## config.mk

```make
export PLATFORM = sky130hd
export DESIGN_NAME = stack_ctl_seq
export DESIGN_NICKNAME = d
export VERILOG_FILES = /design/src/rtl/stk_seq_pkg.sv /design/src/rtl/stk_cond_eval.sv /design/src/rtl/stk_jmp_target.sv /design/src/rtl/stack_ctl_seq.sv
export SDC_FILE = /design/constraint.sdc
export NUM_CORES = 1
export LEC_CHECK = 0
export BUFFER_PORTS_ARGS = -buffer_cell sky130_fd_sc_hd__buf_2
export CAP_MARGIN = 10
export CORE_MARGIN = 3
export CORE_UTILIZATION = 35
export CTS_BUF_LIST = sky130_fd_sc_hd__clkbuf_16
export CTS_CLUSTER_SIZE = 25
export DETAILED_ROUTE_END_ITERATION = 7
export GPL_TIMING_DRIVEN = 0
export RECOVER_POWER = 100
export SETUP_SLACK_MARGIN = 0.1
export SYNTH_ARGS = -nofsm -noshare
export SYNTH_HDL_FRONTEND = slang
export SYNTH_SLANG_ARGS = --single-unit
```

## constraint.sdc

```tcl
create_clock -name clk -period 3.9 [get_ports clk]
set_input_delay 0.39 -clock clk [delete_from_list [all_inputs] [get_ports clk]]
set_output_delay 0.39 -clock clk [all_outputs]
set_load 0.005 [all_outputs]
```

## src/rtl/stk_seq_pkg.sv

```systemverilog
package stk_seq_pkg;
    typedef enum logic [2:0] {
        OP_PUSH = 3'd0,
        OP_POP  = 3'd1,
        OP_CALL = 3'd2,
        OP_RET  = 3'd3,
        OP_RETI = 3'd4,
        OP_BR   = 3'd5,
        OP_JCC  = 3'd6,
        OP_ADV  = 3'd7
    } stk_op_e;

    typedef enum logic [1:0] {
        ST_IDLE = 2'd0,
        ST_WR   = 2'd1,
        ST_RD   = 2'd2,
        ST_CAP  = 2'd3
    } stk_st_e;
endpackage

```

## src/rtl/stk_cond_eval.sv

```systemverilog
module stk_cond_eval (
    input  logic [2:0] cond,
    input  logic       fc,
    input  logic       fz,
    input  logic       fn,
    input  logic       fv,
    output logic       take
);
    always_comb begin
        case (cond)
            3'd0:    take = ~fz;
            3'd1:    take = fz;
            3'd2:    take = ~fc;
            3'd3:    take = fc;
            3'd4:    take = fn;
            3'd5:    take = ~(fn ^ fv);
            3'd6:    take = fn ^ fv;
            default: take = 1'b1;
        endcase
    end
endmodule

```

## src/rtl/stk_jmp_target.sv

```systemverilog
module stk_jmp_target #(
    parameter int W    = 16,
    parameter int OFFW = 10
) (
    input  logic [W-1:0]    base,
    input  logic [OFFW-1:0] off,
    output logic [W-1:0]    target
);
    logic [W-1:0] ext;

    always_comb begin
        ext    = {{(W-OFFW){off[OFFW-1]}}, off};
        target = base + {ext[W-2:0], 1'b0};
    end
endmodule

```

## src/rtl/stack_ctl_seq.sv

```systemverilog
module stack_ctl_seq
    import stk_seq_pkg::*;
#(
    parameter int          W        = 16,
    parameter int          OFFW     = 10,
    parameter logic [15:0] PC_RESET = 16'hC000,
    parameter logic [15:0] SP_RESET = 16'h0280
) (
    input  logic            clk,
    input  logic            rst_n,
    input  logic            start,
    input  logic [2:0]      op,
    input  logic [W-1:0]    src,
    input  logic [OFFW-1:0] jmp_off,
    input  logic [2:0]      jmp_cond,
    input  logic [1:0]      ilen,
    input  logic            flag_c,
    input  logic            flag_z,
    input  logic            flag_n,
    input  logic            flag_v,
    output logic            mem_en,
    output logic            mem_we,
    output logic [W-1:0]    mem_addr,
    output logic [W-1:0]    mem_wdata,
    input  logic [W-1:0]    mem_rdata,
    output logic            done,
    output logic            busy,
    output logic            sr_load,
    output logic [W-1:0]    sr_out,
    output logic [W-1:0]    pop_data,
    output logic [W-1:0]    pc,
    output logic [W-1:0]    sp
);
    localparam logic [W-1:0] STEP      = W'(W / 8);
    localparam logic [W-1:0] EVEN_MASK = {{(W-1){1'b1}}, 1'b0};

    typedef struct packed {
        stk_st_e      st;
        stk_op_e      op;
        logic         second;
        logic [W-1:0] pc;
        logic [W-1:0] sp;
        logic [W-1:0] hold;
        logic [W-1:0] pop;
        logic [W-1:0] sr;
        logic         done;
        logic         srld;
    } seq_t;

    seq_t         q, d;
    logic         take;
    logic [W-1:0] jtarget;

    stk_cond_eval u_cond (
        .cond (jmp_cond),
        .fc   (flag_c),
        .fz   (flag_z),
        .fn   (flag_n),
        .fv   (flag_v),
        .take (take)
    );

    stk_jmp_target #(.W(W), .OFFW(OFFW)) u_tgt (
        .base   (q.pc),
        .off    (jmp_off),
        .target (jtarget)
    );

    always_comb begin
        d         = q;
        d.done    = 1'b0;
        d.srld    = 1'b0;
        mem_en    = 1'b0;
        mem_we    = 1'b0;
        mem_addr  = q.sp;
        mem_wdata = (q.op == OP_CALL) ? q.pc : q.hold;
        case (q.st)
            ST_IDLE: begin
                if (start) begin
                    d.op     = stk_op_e'(op);
                    d.second = 1'b0;
                    case (stk_op_e'(op))
                        OP_PUSH, OP_CALL: begin
                            d.sp   = q.sp - STEP;
                            d.hold = src;
                            d.st   = ST_WR;
                        end
                        OP_POP, OP_RET, OP_RETI: d.st = ST_RD;
                        OP_BR: begin
                            d.pc   = src & EVEN_MASK;
                            d.done = 1'b1;
                        end
                        OP_JCC: begin
                            if (take) d.pc = jtarget & EVEN_MASK;
                            d.done = 1'b1;
                        end
                        default: begin
                            d.pc   = q.pc + W'({ilen, 1'b0});
                            d.done = 1'b1;
                        end
                    endcase
                end
            end
            ST_WR: begin
                mem_en = 1'b1;
                mem_we = 1'b1;
                if (q.op == OP_CALL) d.pc = q.hold & EVEN_MASK;
                d.st   = ST_IDLE;
                d.done = 1'b1;
            end
            ST_RD: begin
                mem_en = 1'b1;
                d.st   = ST_CAP;
            end
            default: begin
                d.sp = q.sp + STEP;
                if (q.op == OP_POP) begin
                    d.pop  = mem_rdata;
                    d.st   = ST_IDLE;
                    d.done = 1'b1;
                end else if (q.op == OP_RETI && !q.second) begin
                    d.sr     = mem_rdata;
                    d.second = 1'b1;
                    d.st     = ST_RD;
                end else begin
                    d.pc   = mem_rdata & EVEN_MASK;
                    d.srld = (q.op == OP_RETI);
                    d.st   = ST_IDLE;
                    d.done = 1'b1;
                end
            end
        endcase
    end

    always_ff @(posedge clk) begin
        if (!rst_n) begin
            q.st     <= ST_IDLE;
            q.op     <= OP_PUSH;
            q.second <= 1'b0;
            q.pc     <= W'(PC_RESET);
            q.sp     <= W'(SP_RESET);
            q.hold   <= '0;
            q.pop    <= '0;
            q.sr     <= '0;
            q.done   <= 1'b0;
            q.srld   <= 1'b0;
        end else begin
            q <= d;
        end
    end

    assign done     = q.done;
    assign busy     = (q.st != ST_IDLE);
    assign sr_load  = q.srld;
    assign sr_out   = q.sr;
    assign pop_data = q.pop;
    assign pc       = q.pc;
    assign sp       = q.sp;
endmodule

```

; ---- After elaboration in Yosys (flattened, before gate mapping)
; Index checks and enable logic that the tools add are counted.
[word_totals]
elab_cells = 94
regBits = 88
[op_classes]
mux = 24
bitwise_logic = 9
addsub = 4
reduce_logical = 21
n_eq_ne = 26
[op_table]
columns = cell, n
row1 = $pmux 16 s3, 2
row2 = $mux 16, 4
row3 = $mux 54, 1
row4 = $mux 32, 1
row5 = $pmux 16 s2, 1
row6 = $eq 3x3->1 const B, 7
row7 = $mux 17, 1
row8 = $add 16x16->16, 1
row9 = $add 16x2->16 const B, 1
row10 = $add 16x3->16, 1
row11 = $sub 16x2->16 const B, 1
row12 = $eq 3x2->1 const B, 5
row13 = $eq 3x1->1 const B, 3
row14 = $ne 3x1->1 const B, 3
row15 = $reduce_and 3->1, 3
row16 = $not 1->1, 8
row17 = $pmux 1 s7, 1
row18 = $reduce_and 7->1, 1
row19 = $logic_not 3->1, 2
row20 = $mux 1, 6
row21 = $mux 2, 3
row22 = $ne 2x2->1 const B, 3
row23 = $pmux 2 s3, 1
row24 = $reduce_and 2->1, 3
row25 = other kinds (17), 21

; ---- Longest topological paths before layout
[depth]
ltp_word = 7
ltp_mapped = 14
mapped_depth_nobuf = 13

; ---- By module
; Synthesis repeated with hierarchy kept, for this count alone.
[hier_totals]
hier_cells = 833
area_unflattened_um2 = 6323.6
[modules_own_cells]
columns = module, cells_each, n_inst, area_each_um2
row1 = stack_ctl_seq, 726, 1, 5505.3
row2 = stk_jmp_target, 98, 1, 740.7
row3 = stk_cond_eval, 9, 1, 77.6

; ---- Worst setup path after synthesis
; No wires, ideal clock.
[synth_timing]
path_type = input to register
start = input port op[2]
end = register, netlist name pc[9]
arrival_time_ns = 3.127
setup_time_ns = 0.091
stages = 14
path_slack_ns = 0.682
path_buffers = 1
cell_sequence = buf_6 > nor2b_1 > and2_1 > mux2_2 > ha_1 > inv_1 > fa_1 > nor2b_4 > o31a_1 > or4_1 > a31oi_1 > xnor2_1 > nand2_1 > a311oi_1
[synth_between]
elab_chain_cells = 5
[synth_rtl]
columns = element, line
row1 = from (decl), stack_ctl_seq.sv:12  ; input logic [2:0] op,
row2 = "$eq 3x1->1, or another cell as far along", stack_ctl_seq.sv:82  ; case (stk_op_e'(op))
row3 = $reduce_or 5->1 (no source line), --
row4 = $pmux 16 s3, stack_ctl_seq.sv:82
row5 = $mux 54, stack_ctl_seq.sv:79  ; if (start) begin
row6 = $pmux 16 s3, stack_ctl_seq.sv:77  ; case (q.st)
; Parallel ways exist; a longest one is shown, timed or not. The select of a mux whose other input is x is not followed.
; A chain may end at the register's enable or synchronous reset.

; ---- Worst setup path in the final report
[layout_timing]
start = input port op[0]
end = register, netlist name pc[13]
[layout_between]
elab_chain_cells = 5
[layout_rtl]
columns = element, line
row1 = "$eq 3x1->1, or another cell as far along", stack_ctl_seq.sv:82
row2 = $reduce_or 5->1 (no source line), --
row3 = $pmux 16 s3, stack_ctl_seq.sv:82
row4 = $mux 54, stack_ctl_seq.sv:79
row5 = $pmux 16 s3, stack_ctl_seq.sv:77
; Parallel ways exist; a longest one is shown, timed or not. The select of a mux whose other input is x is not followed.

==> metrics.txt <==
WL/cell=15.85 um; compound-cell area share of the yosys netlist=20.70%; Lkg Pwr=3.218 nW; number of DRC markers in iteration 0=389; CP max stage cell=sky130_fd_sc_hd__a2111oi_0; Critical Path, Cell by Cell=clkbuf_1 -> buf_6 -> nor2b_1 -> and2_0 -> mux2_1 -> ha_1 -> inv_1 -> fa_1 -> nor2b_1 -> o31a_1 -> o21ai_0 -> a21oi_1 -> a2111oi_0 -> o311a_1 -> nor2_1; Final min period=3.486 ns; Inserted Diodes=0; root buffer selected by CTS=sky130_fd_sc_hd__clkbuf_16; buffer depth of the longest clock path=2; Post-synth EDFFs=0; CTS sink cnt=86; Syn. warnings=0; grt total ovfl=0; final setup violation count=0; Synth Register Bits=86; slew at the pin closest to its max-slew limit=1.297 ns; part of the Yosys area used for sequential elements=29.46%; Core Box Area=16,120 um2; dominant combinational cell family by area after synthesis=simple AND/OR/NAND/NOR gates; share of layout cells above drive strength 1=28.82%; number of CTS-inserted buffers=9; NumNets Final=1,010; CTS tree=done; die height=135.2 um; Final Hold Viols=0; number of H-tree levels=3; post-detail-place hpwl=14,070 um; starting utilization of the core area=36.27%; synthesized-area fraction occupied by xor and xnor cells=2.676%; Period Utilization, post-route=89.40%; post-synthesis cell count=767; I/O pin count=158; wire length after detailed routing=18,270 um; Die Width=135.2 um; global routing usage summed across all routing layers=19.66%; total negative setup slack=0 ns; Max Clock Skew=0.007797 ns; number of buffers inserted by hold repair at cts=0; area added between synthesis and finish=22.48%; path category of the worst min-delay check=in2reg; number of max-slew violations in the final report=0; maximum operating frequency=0.2868 GHz; total internal power=1.811 mW; Pwr per Cell Area=370.6 nW/um2; row cnt=46; Slew Limit Headroom=12.87%; vias in the first global route=5,345; global-route wire length before repair=28,670 um; maxcap violations=0; fraction of synthesized area in multiplexers=4.346%; Psw=841.4 uW; DRC violation count after routing=0; Die Area=18,280 um2; Crit. End Element=flip-flop; critical path's most frequent cell=sky130_fd_sc_hd__nor2b_1; mean instance size in the synthesized netlist=7.620 um2; number of buffer and inverter stages on the critical path=3; Setup CP Type=in2reg; arrival time at the worst endpoint=3.73 ns; kind of start point of the critical path=input port; post-synthesis cell type with the largest combined area=sky130_fd_sc_hd__dfxtp_1; Critical Path Fanout Max=10; Data required, critical path=4.14 ns; clk slew on worst S/H paths=0.07 ns; net switching share of the total power=31.72%; count of port buffers added during placement=152; outcome=complete, no violations; routability cong.=0.8627; most used flip-flop cell after synthesis=sky130_fd_sc_hd__dfxtp_1; number of gates given a new drive strength after cts=0; Worst path max stage delay=0.47 ns; Async S/R FF share, synth=0%; Clock power frac=36.1%; largest cells by area after synthesis=sky130_fd_sc_hd__dfxtp_1, sky130_fd_sc_hd__buf_4, sky130_fd_sc_hd__nand2_1; DR vias/cell=5.015; Netlist Area Pre-Place=5844 um2; number of distinct standard cells referenced by the synthesized netlist=73; combinational share of power=26.0%; area share of fa/ha/maj cells after synthesis=5.010%; unrepaired setup endpoints after global routing=false; pin count of the biggest net entering global routing=17; Peak supply drop=0.0002482 V; number of detailed-route iterations in the first pass=5; Vias=5,782; number of antenna violations at the first check in global routing=1; source-to-sink clock delay at the later pin of the worst-skew pair=0.34 ns; dominant delay contributor by cell family on the critical path=compound AO/OA/AOI/OAI gates; fillcell total=1,708; number of nets with antenna violations after detailed routing=0; area share of the largest cell type after synthesis=29.46%; Fin Hold WS=0.2875 ns; number of buffers added for setup after CTS=0; Simple-Gate Fraction of Synth Area=22.39%; fraction of power consumed by sequential logic=38.0%
==> registers in the layout, indices dropped and copies added (netlist names) <==
register,cells
pop_data,16
pc,15
sr_load,1
sr_out,16
q,22
done,1
mem_addr,15
==> through the flow <==
| stage | std cells | total power, mW | setup slack, ns | util (%) | instance area (um2) |
|---|---|---|---|---|---|
| floorplan | 769 | 1.480 | 0.6824 | - | 5852 |
| global placement | 1137 | 1.725 | 0.09805 | 42.71 | 6883 |
| detailed placement | 1137 | 1.728 | 0.03001 | 42.71 | 6883 |
| CTS | 1153 | 2.682 | 0.3969 | 44.74 | 7211 |
| global route | 1153 | 2.774 | 0.1442 | 44.42 | 7158 |
| finish | 1153 | 2.653 | 0.4135 | 44.42 | 7158 |
==> metal layers <==
| metal | track usage (%) | share of wire [%] | routed length [um] |
|---|---|---|---|
| met1 | 28.56 | 49 | 8937 |
| met5 | 0 | 0.071 | 13 |
| met2 | 30.09 | 43 | 7891 |
| met3 | 2.675 | 5.9 | 1082 |
| met4 | 6.327 | 1.9 | 346 |
==> power groups by stage <==
stage               Combinational (mW)  Sequential [mW]  Clock, mW
finish                           0.689             1.01      0.956
global route                     0.767             1.02      0.989
CTS                              0.704             1.01      0.970
detailed placement               0.700             1.03          0
global placement                 0.697             1.03          0
floorplan                        0.479             1.00          0
==> worst paths after layout <==
| path | cells past startpoint | slack (ns) | start | endpoint |
|---|---|---|---|---|
| min | 3 | 0.29 | src[0] | q[34]$_SDFFE_PN0P_ |
| min reg2reg | 2 | 0.45 | pop_data[12]$_SDFFE_PN0P_ | pop_data[12]$_SDFFE_PN0P_ |
| max reg2reg | 8 | 1.03 | q[87]$_SDFFE_PN0P_ | q[49]$_SDFFE_PN0P_ |
| max | 15 | 0.41 | op[0] | pc[13]$_SDFFE_PN0P_ |
==> synth_stat cells (2+ instances only) <==
library cell / number
sky130_fd_sc_hd__and2_1: 4
sky130_fd_sc_hd__nor2b_1: 4
sky130_fd_sc_hd__a31o_2: 3
sky130_fd_sc_hd__a211oi_1: 7
sky130_fd_sc_hd__inv_1: 18
sky130_fd_sc_hd__clkbuf_1: 33
sky130_fd_sc_hd__buf_4: 80
sky130_fd_sc_hd__a21oi_1: 85
sky130_fd_sc_hd__o2111ai_1: 2
sky130_fd_sc_hd__nor3_2: 3
sky130_fd_sc_hd__a221oi_1: 12
sky130_fd_sc_hd__xnor2_1: 11
sky130_fd_sc_hd__and4_1: 2
sky130_fd_sc_hd__o311a_1: 2
sky130_fd_sc_hd__or3_1: 6
sky130_fd_sc_hd__and3_2: 2
sky130_fd_sc_hd__nor4_1: 2
sky130_fd_sc_hd__buf_1: 2
sky130_fd_sc_hd__a22oi_1: 5
sky130_fd_sc_hd__or2_2: 3
sky130_fd_sc_hd__and3_1: 26
sky130_fd_sc_hd__a31oi_1: 10
sky130_fd_sc_hd__a21o_1: 6
sky130_fd_sc_hd__mux2i_1: 4
sky130_fd_sc_hd__buf_2: 4
sky130_fd_sc_hd__o221ai_1: 2
sky130_fd_sc_hd__buf_6: 5
sky130_fd_sc_hd__nand4_1: 5
sky130_fd_sc_hd__maj3_2: 2
sky130_fd_sc_hd__ha_1: 20
sky130_fd_sc_hd__a311oi_1: 4
sky130_fd_sc_hd__mux2_2: 18
sky130_fd_sc_hd__xor2_1: 5
sky130_fd_sc_hd__nor3_1: 17
sky130_fd_sc_hd__o21ai_0: 34
sky130_fd_sc_hd__o211ai_1: 5
sky130_fd_sc_hd__nand3_1: 12
sky130_fd_sc_hd__nand2_2: 2
sky130_fd_sc_hd__nand2_1: 139
sky130_fd_sc_hd__clkbuf_2: 2
sky130_fd_sc_hd__nand3b_1: 2
sky130_fd_sc_hd__nor2_1: 38
sky130_fd_sc_hd__dfxtp_1: 86
sky130_fd_sc_hd__o21a_1: 4
==> cell type report <==
cell class / count / area, um2 / area share, %
flip-flops and latches: 86 / 1722 / 24.05
clock inverters: 7 / 102.6 / 1.433
well taps: 216 / 270.3 / 3.776
clock buffers: 9 / 225.2 / 3.146
repair buffers: 152 / 740.7 / 10.35
inverters: 19 / 71.32 / 0.9963
plain buffers: 127 / 813.3 / 11.36
multi-input cells: 537 / 3213 / 44.89
==> worst min-delay path, stage by stage <==
cell,delay [ns]
sky130_fd_sc_hd__buf_2,0.10
sky130_fd_sc_hd__nand2_1,0.05
sky130_fd_sc_hd__a21oi_1,0.05
==> kinds of logic after synthesis <==
kind of cell,count (synthesis)
multiplexers,23
flip-flops,86
buffers and inverters,146
AND/OR/NAND/NOR,276
AO/OA/AOI/OAI,195
adder cells (fa/ha/maj),23
XOR/XNOR,17
other,1
==> placed cells by master, fill, tap and decap left out, types with 5 or more instances in the layout <==
master / count
sky130_fd_sc_hd__mux2_2: 11
sky130_fd_sc_hd__xor2_1: 5
sky130_fd_sc_hd__xnor2_1: 11
sky130_fd_sc_hd__nor3_1: 19
sky130_fd_sc_hd__nand2_1: 140
sky130_fd_sc_hd__a21o_1: 6
sky130_fd_sc_hd__nor2_1: 38
sky130_fd_sc_hd__a21oi_1: 85
sky130_fd_sc_hd__or3_1: 6
sky130_fd_sc_hd__a221oi_1: 12
sky130_fd_sc_hd__nand3_1: 12
sky130_fd_sc_hd__and3_1: 26
sky130_fd_sc_hd__nor2b_1: 5
sky130_fd_sc_hd__dfxtp_1: 86
sky130_fd_sc_hd__o21ai_0: 34
sky130_fd_sc_hd__clkbuf_1: 55
sky130_fd_sc_hd__a22oi_1: 5
sky130_fd_sc_hd__buf_4: 10
sky130_fd_sc_hd__clkbuf_16: 9
sky130_fd_sc_hd__clkbuf_4: 71
sky130_fd_sc_hd__mux2_1: 8
sky130_fd_sc_hd__a211oi_1: 7
sky130_fd_sc_hd__a31oi_1: 10
sky130_fd_sc_hd__buf_2: 137
sky130_fd_sc_hd__o211ai_1: 5
sky130_fd_sc_hd__ha_1: 20
sky130_fd_sc_hd__inv_1: 18
sky130_fd_sc_hd__nand4_1: 5
Power figures use the tool's default switching activity.
